`src/rtl/zcs_pkg.sv`:
```
package zcs_pkg;
  // Symbol kinds held in the substitution window.
  typedef enum logic [1:0] {
    SYM_ZERO = 2'd0,
    SYM_MARK = 2'd1,
    SYM_BPOL = 2'd2,
    SYM_VIOL = 2'd3
  } sym_t;

  function automatic int max_of(input int a, input int b);
    return (a > b) ? a : b;
  endfunction
endpackage

```
`src/rtl/zcs_rail_capture.sv`:
```
// Falling-edge capture of every rail lane, followed by one rising-edge stage.
// Lanes 0 and 1 carry the transmit rails; their captured OR is the mark bit.
module zcs_rail_capture #(
  parameter int LANES = 4
) (
  input  logic             clk,
  input  logic             rst,
  input  logic [LANES-1:0] lane_in,
  output logic             tx_mark,
  output logic [LANES-1:0] lane_rise
);
  logic [LANES-1:0] lane_fall;

  genvar g;
  generate
    for (g = 0; g < LANES; g++) begin : g_lane
      always_ff @(negedge clk) begin
        if (rst) lane_fall[g] <= 1'b0;
        else     lane_fall[g] <= lane_in[g];
      end
      always_ff @(posedge clk) begin
        if (rst) lane_rise[g] <= 1'b0;
        else     lane_rise[g] <= lane_fall[g];
      end
    end
  endgenerate

  assign tx_mark = lane_fall[0] | lane_fall[1];
endmodule

```
`src/rtl/zcs_substitute.sv`:
```
// Zero-run detection and code insertion. The decision is taken at the tail of
// the window as each bit enters; a balancing pulse is written back into the
// oldest zero of the run. The head tap moves with the selected run length.
module zcs_substitute
  import zcs_pkg::*;
#(
  parameter int RUN_SHORT = 3,
  parameter int RUN_LONG  = 4
) (
  input  logic clk,
  input  logic rst,
  input  logic flush,
  input  logic long_mode,
  input  logic in_mark,
  output sym_t head
);
  localparam int WIN = max_of(RUN_SHORT, RUN_LONG);
  localparam int CW  = $clog2(WIN + 1);
  localparam int IW  = (WIN > 1) ? $clog2(WIN) : 1;

  sym_t [WIN-1:0] win;
  logic [CW-1:0]  zrun;
  logic           par_odd;
  logic [CW-1:0]  run_m1;
  logic [IW-1:0]  tap_idx;

  assign run_m1  = long_mode ? CW'(RUN_LONG - 1) : CW'(RUN_SHORT - 1);
  assign tap_idx = run_m1[IW-1:0];

  always_ff @(posedge clk) begin
    if (rst || flush) begin
      for (int i = 0; i < WIN; i++) win[i] <= SYM_ZERO;
      zrun    <= '0;
      par_odd <= 1'b0;
    end else begin
      for (int i = 1; i < WIN; i++) win[i] <= win[i-1];
      if (in_mark) begin
        win[0]  <= SYM_MARK;
        par_odd <= ~par_odd;
        zrun    <= '0;
      end else if (zrun == run_m1) begin
        win[0]  <= SYM_VIOL;
        zrun    <= '0;
        par_odd <= 1'b0;
        if (!par_odd) win[tap_idx] <= SYM_BPOL;
      end else begin
        win[0] <= SYM_ZERO;
        zrun   <= zrun + 1'b1;
      end
    end
  end

  assign head = win[tap_idx];
endmodule

```
`src/rtl/zcs_polarity.sv`:
```
// Assigns a rail to each symbol leaving the window.
module zcs_polarity
  import zcs_pkg::*;
(
  input  logic clk,
  input  logic rst,
  input  logic flush,
  input  sym_t head,
  output logic enc_p,
  output logic enc_n
);
  logic last_pos;

  always_ff @(posedge clk) begin
    if (rst || flush) begin
      enc_p    <= 1'b0;
      enc_n    <= 1'b0;
      last_pos <= 1'b1;
    end else begin
      case (head)
        SYM_MARK, SYM_BPOL: begin
          enc_p    <= ~last_pos;
          enc_n    <= last_pos;
          last_pos <= ~last_pos;
        end
        SYM_VIOL: begin
          enc_p <= last_pos;
          enc_n <= ~last_pos;
        end
        default: begin
          enc_p <= 1'b0;
          enc_n <= 1'b0;
        end
      endcase
    end
  end
endmodule

```
`src/rtl/zcs_line_mux.sv`:
```
// Output register with override priority: loopback, all-ones, bypass, encoder.
module zcs_line_mux (
  input  logic clk,
  input  logic rst,
  input  logic rloop,
  input  logic aos,
  input  logic enc_dis,
  input  logic lb_p,
  input  logic lb_n,
  input  logic byp_p,
  input  logic byp_n,
  input  logic enc_p,
  input  logic enc_n,
  output logic line_p,
  output logic line_n
);
  logic aos_pos;

  always_ff @(posedge clk) begin
    if (rst) begin
      line_p  <= 1'b0;
      line_n  <= 1'b0;
      aos_pos <= 1'b1;
    end else if (rloop) begin
      line_p <= lb_p & ~lb_n;
      line_n <= lb_n & ~lb_p;
    end else if (aos) begin
      line_p  <= ~aos_pos;
      line_n  <= aos_pos;
      aos_pos <= ~aos_pos;
    end else if (enc_dis) begin
      line_p <= byp_p & ~byp_n;
      line_n <= byp_n & ~byp_p;
    end else begin
      line_p <= enc_p;
      line_n <= enc_n;
    end
  end
endmodule

```
`src/rtl/zcs_line_encoder.sv`:
```
module zcs_line_encoder
  import zcs_pkg::*;
#(
  parameter int RUN_SHORT = 3,
  parameter int RUN_LONG  = 4
) (
  input  logic clk,
  input  logic rst,
  input  logic b3zs_sel,
  input  logic enc_dis,
  input  logic aos,
  input  logic rloop,
  input  logic tx_p,
  input  logic tx_n,
  input  logic rx_p,
  input  logic rx_n,
  output logic line_p,
  output logic line_n
);
  localparam int LANES = 4;

  logic [LANES-1:0] lane_rise;
  logic             tx_mark;
  logic             mode_q;
  logic             flush;
  logic             byp_p, byp_n, lb_p, lb_n;
  logic             enc_p, enc_n;
  sym_t             head;

  always_ff @(posedge clk) begin
    mode_q <= b3zs_sel;
  end
  assign flush = ~rst & (b3zs_sel != mode_q);

  zcs_rail_capture #(.LANES(LANES)) u_cap (
    .clk       (clk),
    .rst       (rst),
    .lane_in   ({rx_n, rx_p, tx_n, tx_p}),
    .tx_mark   (tx_mark),
    .lane_rise (lane_rise)
  );

  assign byp_p = lane_rise[0];
  assign byp_n = lane_rise[1];
  assign lb_p  = lane_rise[2];
  assign lb_n  = lane_rise[3];

  zcs_substitute #(.RUN_SHORT(RUN_SHORT), .RUN_LONG(RUN_LONG)) u_sub (
    .clk       (clk),
    .rst       (rst),
    .flush     (flush),
    .long_mode (~b3zs_sel),
    .in_mark   (tx_mark),
    .head      (head)
  );

  zcs_polarity u_pol (
    .clk   (clk),
    .rst   (rst),
    .flush (flush),
    .head  (head),
    .enc_p (enc_p),
    .enc_n (enc_n)
  );

  zcs_line_mux u_mux (
    .clk     (clk),
    .rst     (rst),
    .rloop   (rloop),
    .aos     (aos),
    .enc_dis (enc_dis),
    .lb_p    (lb_p),
    .lb_n    (lb_n),
    .byp_p   (byp_p),
    .byp_n   (byp_n),
    .enc_p   (enc_p),
    .enc_n   (enc_n),
    .line_p  (line_p),
    .line_n  (line_n)
  );
endmodule

```
`config.mk`:
```
export PLATFORM = sky130hd
export DESIGN_NAME = zcs_line_encoder
export DESIGN_NICKNAME = d
export VERILOG_FILES = /design/src/rtl/zcs_pkg.sv /design/src/rtl/zcs_rail_capture.sv /design/src/rtl/zcs_substitute.sv /design/src/rtl/zcs_polarity.sv /design/src/rtl/zcs_line_mux.sv /design/src/rtl/zcs_line_encoder.sv
export SDC_FILE = /design/constraint.sdc
export NUM_CORES = 1
export LEC_CHECK = 0
export BUFFER_PORTS_ARGS = -buffer_cell sky130_fd_sc_hd__buf_2
export CAP_MARGIN = 10
export CORE_MARGIN = 2
export CORE_UTILIZATION = 40
export CTS_CLUSTER_SIZE = 14
export DETAILED_ROUTE_END_ITERATION = 10
export GPL_ROUTABILITY_DRIVEN = 1
export MAX_ROUTING_LAYER = met4
export PLACE_DENSITY = 0.65
export SLEW_MARGIN = 20
export SYNTH_ARGS = -nofsm -noshare
export SYNTH_HDL_FRONTEND = slang
export SYNTH_SLANG_ARGS = --single-unit
```
`constraint.sdc`:
```
create_clock -name clk -period 1.6 [get_ports clk]
set_input_delay 0.32 -clock clk [delete_from_list [all_inputs] [get_ports clk]]
set_output_delay 0.32 -clock clk [all_outputs]
set_load 0.05 [all_outputs]
```
==> run metrics <==
Max Transition Viols Final=0; largest net degree at the start of global routing=16; routed len/inst=11.0 um; post-CTS setup buffer count=0; Mapped Area=a little over 1000 um2; register area share after synthesis=0.537; Clk pin slew, worst setup/hold paths=0.14 ns; area of the core=about 2400 um2; slew at the pin closest to its max-slew limit=about 0.44 ns; GRT Total Usage=0.131; vias in the first global route=around 600; Setup Skew=just over 0.06 ns; Initial Util=0.414; Die H=approximately 54 um; max_cap viols=0; library cells used by synthesis=30; crit-path cells=or4b_4 > nor4b_4 > nor3b_1; drt first pass iters=2; synthesis-stage register bit count=27; setup tns final=-3.42 ns; Pwr Density=roughly 1000 nW/um2; Via density=~4.8; violations in the final reports=negative setup slack; worst-path fanout max=3; Num CTS Buffers=3; Setup-failing EPs final=10; CP startpoint=u_cap.lane_fall[0]$_SDFF_NP0_; Overflow after GRT=0; CP max-delay cell=or4b_4; slew margin rel.=0.706; final worst slack=-0.564 ns; clk buf depth=2; Syn Area/Cell=11.3 um2; most frequent cells in the layout=dfxtp_1 (25), nor2b_1 (14), buf_2 (11); Nets=around 120; type of the most critical hold path=in2reg; clk root buf=clkbuf_4; die area=2930 um2; Peak VDD IR=roughly 0.68 mV; clock sink total=27; Final Util=0.504; Startpoint Class=register; initial antenna violation count=0; Remaining DRCs=0; commonest non-fill, non-tap cell in the layout=dfxtp_1; EDFF count, synth=0; Final HPWL DP=~1100 um; cell count after synthesis=89; CP arrival=between 2 and 2.5 ns; TritonCTS clock tree=built; top-area cell type share of the netlist area=0.537; H-tree levels=1; endpoint class of the critical path=register; I/O Buffers=11; area delta synth->final=21.9%; diode count=0; P_leak=approximately 0.53 nW; layout cell share with drive strength beyond 1=0.284; Hold Startpoint=rloop; vias=roughly 660; CTS Hold Bufs=0; RR Startpoint=u_cap.lane_fall[0]$_SDFF_NP0_; final hold vios=0; die width=around 54 um; Buf/Inv on CP=0; outcome=finished, violations left; Synthesis Warnings=0; Crit path max-delay family=simple AND/OR/NAND/NOR gates; Critical Path RT=approximately 1.8 ns; Clock Latency Late Sink=0.38 ns; Syn Nets=~100; DRT antenna net count=0; CP max stage delay=around 0.55 ns; GP Congestion=approximately 0.65; row cnt=18; area leader, netlist=dfxtp_1; RSZ-0062 raised after global routing=yes; largest cells by area after synthesis=dfxtp_1 (54%), nor2b_1 (8.7%), xnor2_1 (3.5%), ha_1 (2.5%), nor4b_4 (2.4%); First DRT Iteration DRCs=2; critical path class=reg2reg; IO Count=12; Main synth FF type=dfxtp_1; Total Wirelength=between 1500 and 2000 um; pre-CTS setup slack=-0.530 ns; first-pass GRT wire length=around 2600 um; Synth async-reset ratio=0
[cells by family after synthesis]
group                      Yosys count  synth area share
and+or+nand+nor                     35             0.249
muxes                                4            0.0423
DFF                                 27             0.537
adders and majority gates            2            0.0249
xor gates and xnor gates             6            0.0522
buffers and inverters                5            0.0199
AOI/OAI and AO/OA                   10            0.0746
[Yosys cell counts (all sizes together), types with 2 or more instances]
| cell type | n |
|---|---|
| a21oi | 2 |
| a311oi | 2 |
| and2 | 2 |
| clkbuf | 2 |
| dfxtp | 27 |
| ha | 2 |
| inv | 2 |
| mux2 | 2 |
| mux2i | 2 |
| nand2b | 2 |
| nor2 | 4 |
| nor2b | 14 |
| nor3 | 2 |
| nor3b | 3 |
| nor4b | 2 |
| o21a | 2 |
| xnor2 | 4 |
| xor2 | 2 |
[registers in the layout (all words and copies together) (netlist names)]
register / cells
u_mux.aos_pos: 1
u_pol.enc_n: 1
u_mux.line_n: 1
u_pol.enc_p: 1
u_cap.lane_rise: 4
mode_q: 1
u_mux.line_p: 1
u_sub.win: 8
u_sub.par_odd: 1
u_pol.last_pos: 1
u_cap.lane_fall: 4
u_sub.zrun: 3
[through the flow]
step	hold slack [ns]	total power, mW	std cells	instance area (um2)
finish	0.242	1.24	139	1230
global route	0.220	1.31	139	1230
CTS	0.227	1.25	139	1210
detailed placement	0.420	0.849	132	1140
global placement	0.411	0.847	132	1140
floorplan	0.348	0.811	89	1020
[path summary, 6_finish.rpt]
path	slack [ns]	depth (start not counted)	endpoint
setup reg to reg	-0.56	3	u_sub.win[6]$_SDFF_PP0_
hold / removal	0.24	2	u_mux.line_n$_SDFF_PP0_
setup / recovery	-0.56	3	u_sub.win[6]$_SDFF_PP0_
hold reg to reg	0.45	1	u_sub.win[5]$_SDFF_PP0_
[per-layer routing]
metal  GRT usage  vias to the layer above  share of wire
li1            -                      343              -
met1       0.166                      305           0.47
met2       0.181                       10           0.47
met3      0.0278                        5          0.028
met4       0.100                        0          0.034
met5           -                        -              0
[power breakdown]
part	internal (mW)	switching, mW	leakage, nW
registers	0.696	0.0150	0.221
clock network	0.204	0.214	0.0474
logic	0.0546	0.0597	0.259
total	0.954	0.289	0.528
[timing repair]
action,4_1_cts,5_1_grt
pin swaps,2,2
resized for setup,3,3
endpoints found under the setup margin,10,10
[area by class of cell]
cell class              count  area (um2)
inverters                   1        3.75
fillers                   227        1210
flip-flops and latches     27         543
multi-input cells          57         483
well taps                  30        37.5
clock inverters             4        15.0
repair buffers             16        96.3
clock buffers               4        47.5
No activity file was read; power rests on OpenSTA's default activity.
